### src/rtl/i2cRegPkg.sv
package i2cRegPkg;
  localparam int BYTE_W = 8;
  localparam int PTR_W  = 2 * BYTE_W;

  typedef enum logic [3:0] {
    ST_IDLE, ST_ADDR, ST_PHI, ST_PLO, ST_WDAT,
    ST_ACKSET, ST_ACKHOLD, ST_RDAT, ST_RACK, ST_RNEXT
  } stateT;

  typedef struct packed {
    logic shiftIn;
    logic wrByte;
    logic rdFetch;
    logic ptrHiLd;
    logic ptrLoLd;
    logic rdInc;
    logic txShift;
  } ctlStbT;
endpackage

### src/rtl/i2cRegDatapath.sv
module i2cRegDatapath
  import i2cRegPkg::*;
#(
  parameter int SYNC_STAGES = 2
) (
  input  logic              clk,
  input  logic              rstN,
  input  logic              sclIn,
  input  logic              sdaIn,
  input  ctlStbT            stb,
  input  logic [BYTE_W-1:0] regRdData,
  output logic              sclRise,
  output logic              sclFall,
  output logic              startDet,
  output logic              stopDet,
  output logic              sdaBit,
  output logic [BYTE_W-1:0] rxByteNow,
  output logic              txBit7,
  output logic              txBit6,
  output logic [PTR_W-1:0]  regAddr,
  output logic [BYTE_W-1:0] regWrData,
  output logic              regWrEn,
  output logic              regRdEn
);
  logic [SYNC_STAGES-1:0] sclSync, sdaSync;
  logic sclS, sdaS, sclD, sdaD;
  logic [BYTE_W-1:0] rxShift, ptrHiStage, txShiftQ;
  logic [PTR_W-1:0]  ptr;
  logic rdPend;

  always_ff @(posedge clk or negedge rstN) begin
    if (!rstN) begin
      sclSync <= '1;
      sdaSync <= '1;
    end else begin
      sclSync <= {sclSync[SYNC_STAGES-2:0], sclIn};
      sdaSync <= {sdaSync[SYNC_STAGES-2:0], sdaIn};
    end
  end

  assign sclS = sclSync[SYNC_STAGES-1];
  assign sdaS = sdaSync[SYNC_STAGES-1];

  assign sclRise   = sclS & ~sclD;
  assign sclFall   = ~sclS & sclD;
  assign startDet  = sclS & sclD & sdaD & ~sdaS;
  assign stopDet   = sclS & sclD & ~sdaD & sdaS;
  assign sdaBit    = sdaS;
  assign rxByteNow = {rxShift[BYTE_W-2:0], sdaS};
  assign txBit7    = txShiftQ[BYTE_W-1];
  assign txBit6    = txShiftQ[BYTE_W-2];
  assign regAddr   = ptr;

  always_ff @(posedge clk or negedge rstN) begin
    if (!rstN) begin
      sclD       <= 1'b1;
      sdaD       <= 1'b1;
      rxShift    <= '0;
      ptrHiStage <= '0;
      ptr        <= '0;
      regWrData  <= '0;
      regWrEn    <= 1'b0;
      regRdEn    <= 1'b0;
      rdPend     <= 1'b0;
      txShiftQ   <= '0;
    end else begin
      sclD    <= sclS;
      sdaD    <= sdaS;
      regWrEn <= stb.wrByte;
      regRdEn <= stb.rdFetch;
      rdPend  <= regRdEn;
      if (stb.shiftIn) rxShift <= rxByteNow;
      if (stb.ptrHiLd) ptrHiStage <= rxByteNow;
      if (stb.wrByte)  regWrData <= rxByteNow;
      if (rdPend)
        txShiftQ <= regRdData;
      else if (stb.txShift)
        txShiftQ <= {txShiftQ[BYTE_W-2:0], 1'b0};
      if (stb.ptrLoLd)
        ptr <= {ptrHiStage, rxByteNow};
      else if (regWrEn || stb.rdInc)
        ptr <= ptr + PTR_W'(1);
    end
  end
endmodule

### src/rtl/i2cRegCtrl.sv
module i2cRegCtrl
  import i2cRegPkg::*;
#(
  parameter logic [6:0] DEV_ADDR = 7'h2A
) (
  input  logic              clk,
  input  logic              rstN,
  input  logic              sclRise,
  input  logic              sclFall,
  input  logic              startDet,
  input  logic              stopDet,
  input  logic              sdaBit,
  input  logic [BYTE_W-1:0] rxByteNow,
  input  logic              txBit7,
  input  logic              txBit6,
  output ctlStbT            stb,
  output logic              sdaOe
);
  stateT stateQ, stateNxt, ackNextQ, ackNextNxt;
  logic [3:0] bitCntQ, bitCntNxt;
  logic sdaOeNxt;

  always_comb begin
    stateNxt   = stateQ;
    ackNextNxt = ackNextQ;
    bitCntNxt  = bitCntQ;
    sdaOeNxt   = sdaOe;
    stb        = '0;
    if (startDet) begin
      stateNxt  = ST_ADDR;
      bitCntNxt = 4'd0;
      sdaOeNxt  = 1'b0;
    end else if (stopDet) begin
      stateNxt = ST_IDLE;
      sdaOeNxt = 1'b0;
    end else begin
      case (stateQ)
        ST_ADDR, ST_PHI, ST_PLO, ST_WDAT: begin
          if (sclRise) begin
            stb.shiftIn = 1'b1;
            if (bitCntQ == 4'd7) begin
              bitCntNxt = 4'd0;
              stateNxt  = ST_ACKSET;
              case (stateQ)
                ST_ADDR: begin
                  if (rxByteNow[7:1] != DEV_ADDR) begin
                    stateNxt = ST_IDLE;
                  end else if (rxByteNow[0]) begin
                    ackNextNxt  = ST_RDAT;
                    stb.rdFetch = 1'b1;
                  end else begin
                    ackNextNxt = ST_PHI;
                  end
                end
                ST_PHI: begin
                  stb.ptrHiLd = 1'b1;
                  ackNextNxt  = ST_PLO;
                end
                ST_PLO: begin
                  stb.ptrLoLd = 1'b1;
                  ackNextNxt  = ST_WDAT;
                end
                default: begin
                  stb.wrByte = 1'b1;
                  ackNextNxt = ST_WDAT;
                end
              endcase
            end else begin
              bitCntNxt = bitCntQ + 4'd1;
            end
          end
        end
        ST_ACKSET: begin
          if (sclFall) begin
            sdaOeNxt = 1'b1;
            stateNxt = ST_ACKHOLD;
          end
        end
        ST_ACKHOLD: begin
          if (sclFall) begin
            stateNxt  = ackNextQ;
            bitCntNxt = 4'd0;
            sdaOeNxt  = (ackNextQ == ST_RDAT) ? ~txBit7 : 1'b0;
          end
        end
        ST_RDAT: begin
          if (sclRise) begin
            bitCntNxt = bitCntQ + 4'd1;
            if (bitCntQ == 4'd7) stb.rdInc = 1'b1;
          end else if (sclFall) begin
            if (bitCntQ == 4'd8) begin
              sdaOeNxt = 1'b0;
              stateNxt = ST_RACK;
            end else begin
              stb.txShift = 1'b1;
              sdaOeNxt    = ~txBit6;
            end
          end
        end
        ST_RACK: begin
          if (sclRise) begin
            if (sdaBit) begin
              stateNxt = ST_IDLE;
            end else begin
              stb.rdFetch = 1'b1;
              stateNxt    = ST_RNEXT;
            end
          end
        end
        ST_RNEXT: begin
          if (sclFall) begin
            sdaOeNxt  = ~txBit7;
            bitCntNxt = 4'd0;
            stateNxt  = ST_RDAT;
          end
        end
        default: ;
      endcase
    end
  end

  always_ff @(posedge clk or negedge rstN) begin
    if (!rstN) begin
      stateQ   <= ST_IDLE;
      ackNextQ <= ST_IDLE;
      bitCntQ  <= 4'd0;
      sdaOe    <= 1'b0;
    end else begin
      stateQ   <= stateNxt;
      ackNextQ <= ackNextNxt;
      bitCntQ  <= bitCntNxt;
      sdaOe    <= sdaOeNxt;
    end
  end
endmodule

### src/rtl/i2cRegTarget.sv
module i2cRegTarget
  import i2cRegPkg::*;
#(
  parameter logic [6:0] DEV_ADDR    = 7'h2A,
  parameter int         SYNC_STAGES = 2
) (
  input  logic              clk,
  input  logic              rstN,
  input  logic              sclIn,
  input  logic              sdaIn,
  output logic              sdaOe,
  output logic [PTR_W-1:0]  regAddr,
  output logic [BYTE_W-1:0] regWrData,
  output logic              regWrEn,
  output logic              regRdEn,
  input  logic [BYTE_W-1:0] regRdData
);
  ctlStbT stb;
  logic sclRise, sclFall, startDet, stopDet, sdaBit, txBit7, txBit6;
  logic [BYTE_W-1:0] rxByteNow;

  i2cRegDatapath #(.SYNC_STAGES(SYNC_STAGES)) u_dp (
    .clk(clk), .rstN(rstN), .sclIn(sclIn), .sdaIn(sdaIn), .stb(stb),
    .regRdData(regRdData), .sclRise(sclRise), .sclFall(sclFall),
    .startDet(startDet), .stopDet(stopDet), .sdaBit(sdaBit),
    .rxByteNow(rxByteNow), .txBit7(txBit7), .txBit6(txBit6),
    .regAddr(regAddr), .regWrData(regWrData), .regWrEn(regWrEn),
    .regRdEn(regRdEn)
  );

  i2cRegCtrl #(.DEV_ADDR(DEV_ADDR)) u_ctrl (
    .clk(clk), .rstN(rstN), .sclRise(sclRise), .sclFall(sclFall),
    .startDet(startDet), .stopDet(stopDet), .sdaBit(sdaBit),
    .rxByteNow(rxByteNow), .txBit7(txBit7), .txBit6(txBit6),
    .stb(stb), .sdaOe(sdaOe)
  );
endmodule

### config.mk
export PLATFORM = sky130hd
export DESIGN_NAME = i2cRegTarget
export DESIGN_NICKNAME = d
export VERILOG_FILES = /design/src/rtl/i2cRegPkg.sv /design/src/rtl/i2cRegDatapath.sv /design/src/rtl/i2cRegCtrl.sv /design/src/rtl/i2cRegTarget.sv
export SDC_FILE = /design/constraint.sdc
export NUM_CORES = 1
export LEC_CHECK = 0
export ABC_CLOCK_PERIOD_IN_PS = 1800
export CAP_MARGIN = 20
export CORE_MARGIN = 4
export CORE_UTILIZATION = 50
export DETAILED_ROUTE_END_ITERATION = 12
export GPL_TIMING_DRIVEN = 0
export PLACE_DENSITY = 0.75
export SYNTH_ARGS = -nofsm -noshare
export SYNTH_HDL_FRONTEND = slang
export SYNTH_SLANG_ARGS = --single-unit
### constraint.sdc
create_clock -name clk -period 1.8 [get_ports clk]
set_input_delay 0.36 -clock clk [delete_from_list [all_inputs] [get_ports clk]]
set_output_delay 0.36 -clock clk [all_outputs]
set_load 0.02 [all_outputs]
==> qor.tcl <==
set qor(outcome) {finished, violations left}
set qor(violations) {setup timing}
set qor(setup_violations) 10
set qor(timing.critical_path.cells) {ha_4 > nand3b_1 > o41ai_4 > buf_6 > nand2_1 > xnor2_1 > mux2_4}
set qor(synth_top_family_by_area) {simple AND/OR/NAND/NOR gates}
set qor(floorplan.rows) 29
set qor(cp_bufs_invs) 1
set qor(vias_per_cell) 5.93
set qor(synthDominantAreaCellType) {sky130_fd_sc_hd__dfrtp_1}
set qor(routed_antenna_nets) 0
set qor(layout-drive-gt1-share_pct) 35.7
set qor(ctsRootBufferMaster) {sky130_fd_sc_hd__clkbuf_8}
set qor(synth_simple_gate_area_share_pct) 16.9
set qor(layout.cell_area.non_filler_sq_um) 4570
set qor(finalMaxSlewViolations) 0
set qor(commonest_non_fill_non_tap_cell_in_the_layout) {sky130_fd_sc_hd__dfrtp_1}
set qor(design.core.area_sq_um) 6460
set qor(max_clock_freq_mhz) 523
set qor(pwr_density_cell_nw_per_um2) 1200
set qor(filler_cell_count) 457
set qor(synth_nets) 317
set qor(cp_max_fo) 10
set qor(synth_enable_flop_cells) 0
set qor(layout_common_cells) {sky130_fd_sc_hd__dfrtp_1 (59), sky130_fd_sc_hd__nand2_1 (28), sky130_fd_sc_hd__clkdlybuf4s50_1 (28), sky130_fd_sc_hd__buf_4 (20), sky130_fd_sc_hd__mux2_2 (20)}
set qor(met3_wirelength_microns) 483
set qor(floorplan.die.height_microns) 90.3
set qor(crit_path_start_kind) {flip-flop}
set qor(worst_ep_required_time_ps) 2040
set qor(cts-root-to-sink-buffers) 2
set qor(synth-compound-area-share_pct) 12.2
set qor(synthesis.instances) 302
set qor(post-place-cells) 417
set qor(syn_to_final_growth_pct) 34.9
set qor(critPathArrivalTime_ps) 2150
set qor(synth-main-ff-cell) {sky130_fd_sc_hd__dfrtp_1}
set qor(reg2reg_slack_ps) -110
set qor(routed_wl_mm) 8.30
set qor(endpoint_kind) {flip-flop}
set qor(gp_congestion) 0.939
set qor(netlist-cell-type-count) 62
set qor(antenna_cells_inserted) 0
set qor(skew_ps) 6.96
set qor(drc_violations_left) 0
set qor(postCtsHoldBufs) 0
set qor(synth_sequential_area_ratio_pct) 50.4
set qor(design.die.area_sq_um) 8160
set qor(clock_sink_count) 68
set qor(fraction_of_the_mapped_netlist_area_in_adder_cells_pct) 1.11
set qor(port_buffers) 38
set qor(critical_path_s_largest_stage_delay_ps) 420
set qor(worst_slew_pin_slew_ps) 851
set qor(drtIter0Drc) 195
set qor(ys.warnings.count) 0
set qor(synthesis.area_per_instance_sq_um) 11.2
set qor(synth-xor-area-share_pct) 4.91
set qor(final_cells) 455
set qor(routed.top_layer) {met4}
set qor(htreeDepth) 3
set qor(clock_tree_from_tritoncts) {built}
set qor(leakagePower_nw) 2.22
set qor(die_width_microns) 90.3
set qor(synth_mux_area_share_pct) 10.9
set qor(final_hold_viol_count) 0
set qor(synth.cell_area_sq_um) 3390
set qor(max-slew-margin-rel_pct) 43.2
set qor(reg2reg_from) {u_ctrl.bitCntQ[1]$_DFFE_PN0P_}
set qor(min_period_over_period_pct) 106
set qor(grt_max_degree) 69
set qor(period_minus_slack_ps) 1910
set qor(synth_seq_cells) 68
set qor(final.hold.worst_slack_ps) 107
set qor(path_type_of_the_worst_setup_path) {flip-flop to flip-flop}
set qor(critPathSlowestCell) {sky130_fd_sc_hd__dfrtp_1}
set qor(post-synth-top-area-fraction_pct) 45.8
set qor(cts.reportedPaths.clkPinSlew_ps) 80
set qor(setup_tns_ps) -638
set qor(floorplan.initialDensity_pct) 52.5
set qor(m1WireLength_mm) 3.76
set qor(ir_worst_vdd_mv) 0.863
set qor(drv_cap) 0
set qor(critPathTopFamily) {flip-flops}
set qor(r2r.worst_path.cells) 7
set qor(dr_wl_met2_mm) 3.87
set qor(globalRouteOverflowTotal) 0
set qor(first_global_vias) 2650
set qor(hold_path.class) {primary input to async pin}
set qor(detailedPlacementHpwl_mm) 5.09
set qor(async_reset_ff_share_pct) 100
set qor(unrepaired_setup_endpoints_after_global_routing) {true}
set qor(synth_area_leaders) {sky130_fd_sc_hd__dfrtp_1 (46%), sky130_fd_sc_hd__mux2_2 (7.0%), sky130_fd_sc_hd__dfstp_2 (4.7%)}
set qor(worstSkewPairLatency_ps) 350
set qor(place_area_sq_um) 3880
set qor(tritoncts.num_buffers) 9
set qor(groute.usage.overall_pct) 20.5
set qor(detail_route.wl_per_cell_microns) 18.2
set qor(grt_antenna_before_repair) 0
set qor(via_count) 2696
set qor(ioPinCount) 39
set qor(setup_slack_ps) -113
set qor(drt_pre_antenna_iters) 5
set qor(rr_endpoint) {u_dp.regAddr[7]$_DFFE_PN0P_}
set qor(final_net_count) 388
set qor(wire_length_of_the_first_global_routing_pass_mm) 13.4
-- flip-flops by register name, summed over array words and instances (netlist names), 3 cells and up --
name	count
u_ctrl.ackNextQ	3
u_ctrl.bitCntQ	4
u_ctrl.stateQ	4
u_dp.ptrHiStage	8
u_dp.regAddr	16
u_dp.regWrData	8
u_dp.rxShift	7
u_dp.txShiftQ	8
-- worst reg2reg max path, cell delays in order, from the launching register on --
cell                       delay [ps]
sky130_fd_sc_hd__dfrtp_1          420
sky130_fd_sc_hd__ha_4             170
sky130_fd_sc_hd__nand3b_1         240
sky130_fd_sc_hd__o41ai_4          290
sky130_fd_sc_hd__buf_6            190
sky130_fd_sc_hd__nand2_1           90
sky130_fd_sc_hd__xnor2_1          160
sky130_fd_sc_hd__mux2_4           270
-- metrics by stage --
step                power, mW  setup slack (ps)  utilization, %
floorplan                2.98             -17.8               -
global route             5.79              -199            70.8
finish                   5.49              -113            70.8
detailed placement       3.37              -296            60.1
CTS                      5.07             -95.4            66.3
global placement         3.32             -1880            60.2
-- how the worst max path moves through the flow --
stage                                             start                           end  slack, ps  cells after the start
after floorplan            u_ctrl.stateQ[3]$_DFFE_PN0P_   u_dp.regAddr[7]$_DFFE_PN0P_        -20                      6
after global placement                             rstN  u_dp.regAddr[13]$_DFFE_PN0P_      -1880                      1
after detailed placement  u_ctrl.bitCntQ[1]$_DFFE_PN0P_   u_dp.regAddr[7]$_DFFE_PN0P_       -300                      6
after CTS                 u_ctrl.bitCntQ[1]$_DFFE_PN0P_   u_dp.regAddr[6]$_DFFE_PN0P_       -100                      7
after global routing      u_ctrl.bitCntQ[1]$_DFFE_PN0P_   u_dp.regAddr[7]$_DFFE_PN0P_       -200                      7
final                     u_ctrl.bitCntQ[1]$_DFFE_PN0P_   u_dp.regAddr[7]$_DFFE_PN0P_       -110                      7
-- cell usage after synthesis (all sizes together) (3+ instances only) --
cell,n
nand2,29
nor2,17
a21oi,4
dfstp,6
buf,10
nor2b,7
o21ai,18
dfrtp,62
nor3,4
nand3,7
xnor2,7
mux2,31
nand3b,3
nand4,8
xor2,12
and3,6
a22o,3
a222oi,7
inv,15
ha,3
-- cell type report --
cell class,count,area [sq um],share of cell area [%]
plain buffers,12,106,2.33
clock buffers,10,138,3.01
clock inverters,6,87.6,1.92
inverters,15,61.3,1.34
multi-input cells,207,1800,39.3
flip-flops and latches,68,1710,37.5
well taps,77,96.3,2.11
repair buffers,60,573,12.5
-- cells by family (layout without fill, tap and decap cells) --
family,Yosys count,count (layout)
AND/OR/NAND/NOR,101,101
flip-flops,68,68
AO/OA/AOI/OAI,51,51
multiplexers,33,33
buffers and inverters,27,103
XOR/XNOR,19,19
adder cells (fa/ha/maj),3,3
-- routing by layer --
metal / GRT usage (%) / vias up
li1: - / 1238
met1: 28.8 / 1335
met2: 30.2 / 104
met3: 6.17 / 19
met4: 7.02 / 0
met5: 0 / -
-- power by group --
| part | internal, mW | total (mW) | leakage (nW) | switching [mW] |
|---|---|---|---|---|
| clock network | 0.815 | 1.42 | 0.105 | 0.608 |
| registers | 1.76 | 2.01 | 0.892 | 0.249 |
| logic | 1.04 | 2.06 | 1.22 | 1.02 |
-- repair_timing --
action	CTS	global route
pin swaps	8	22
endpoints found under the setup margin	53	56
resized for setup	32	56
endpoints found under the hold margin	0	0
buffers inserted	13	9
(Power assumes the default switching activity.)
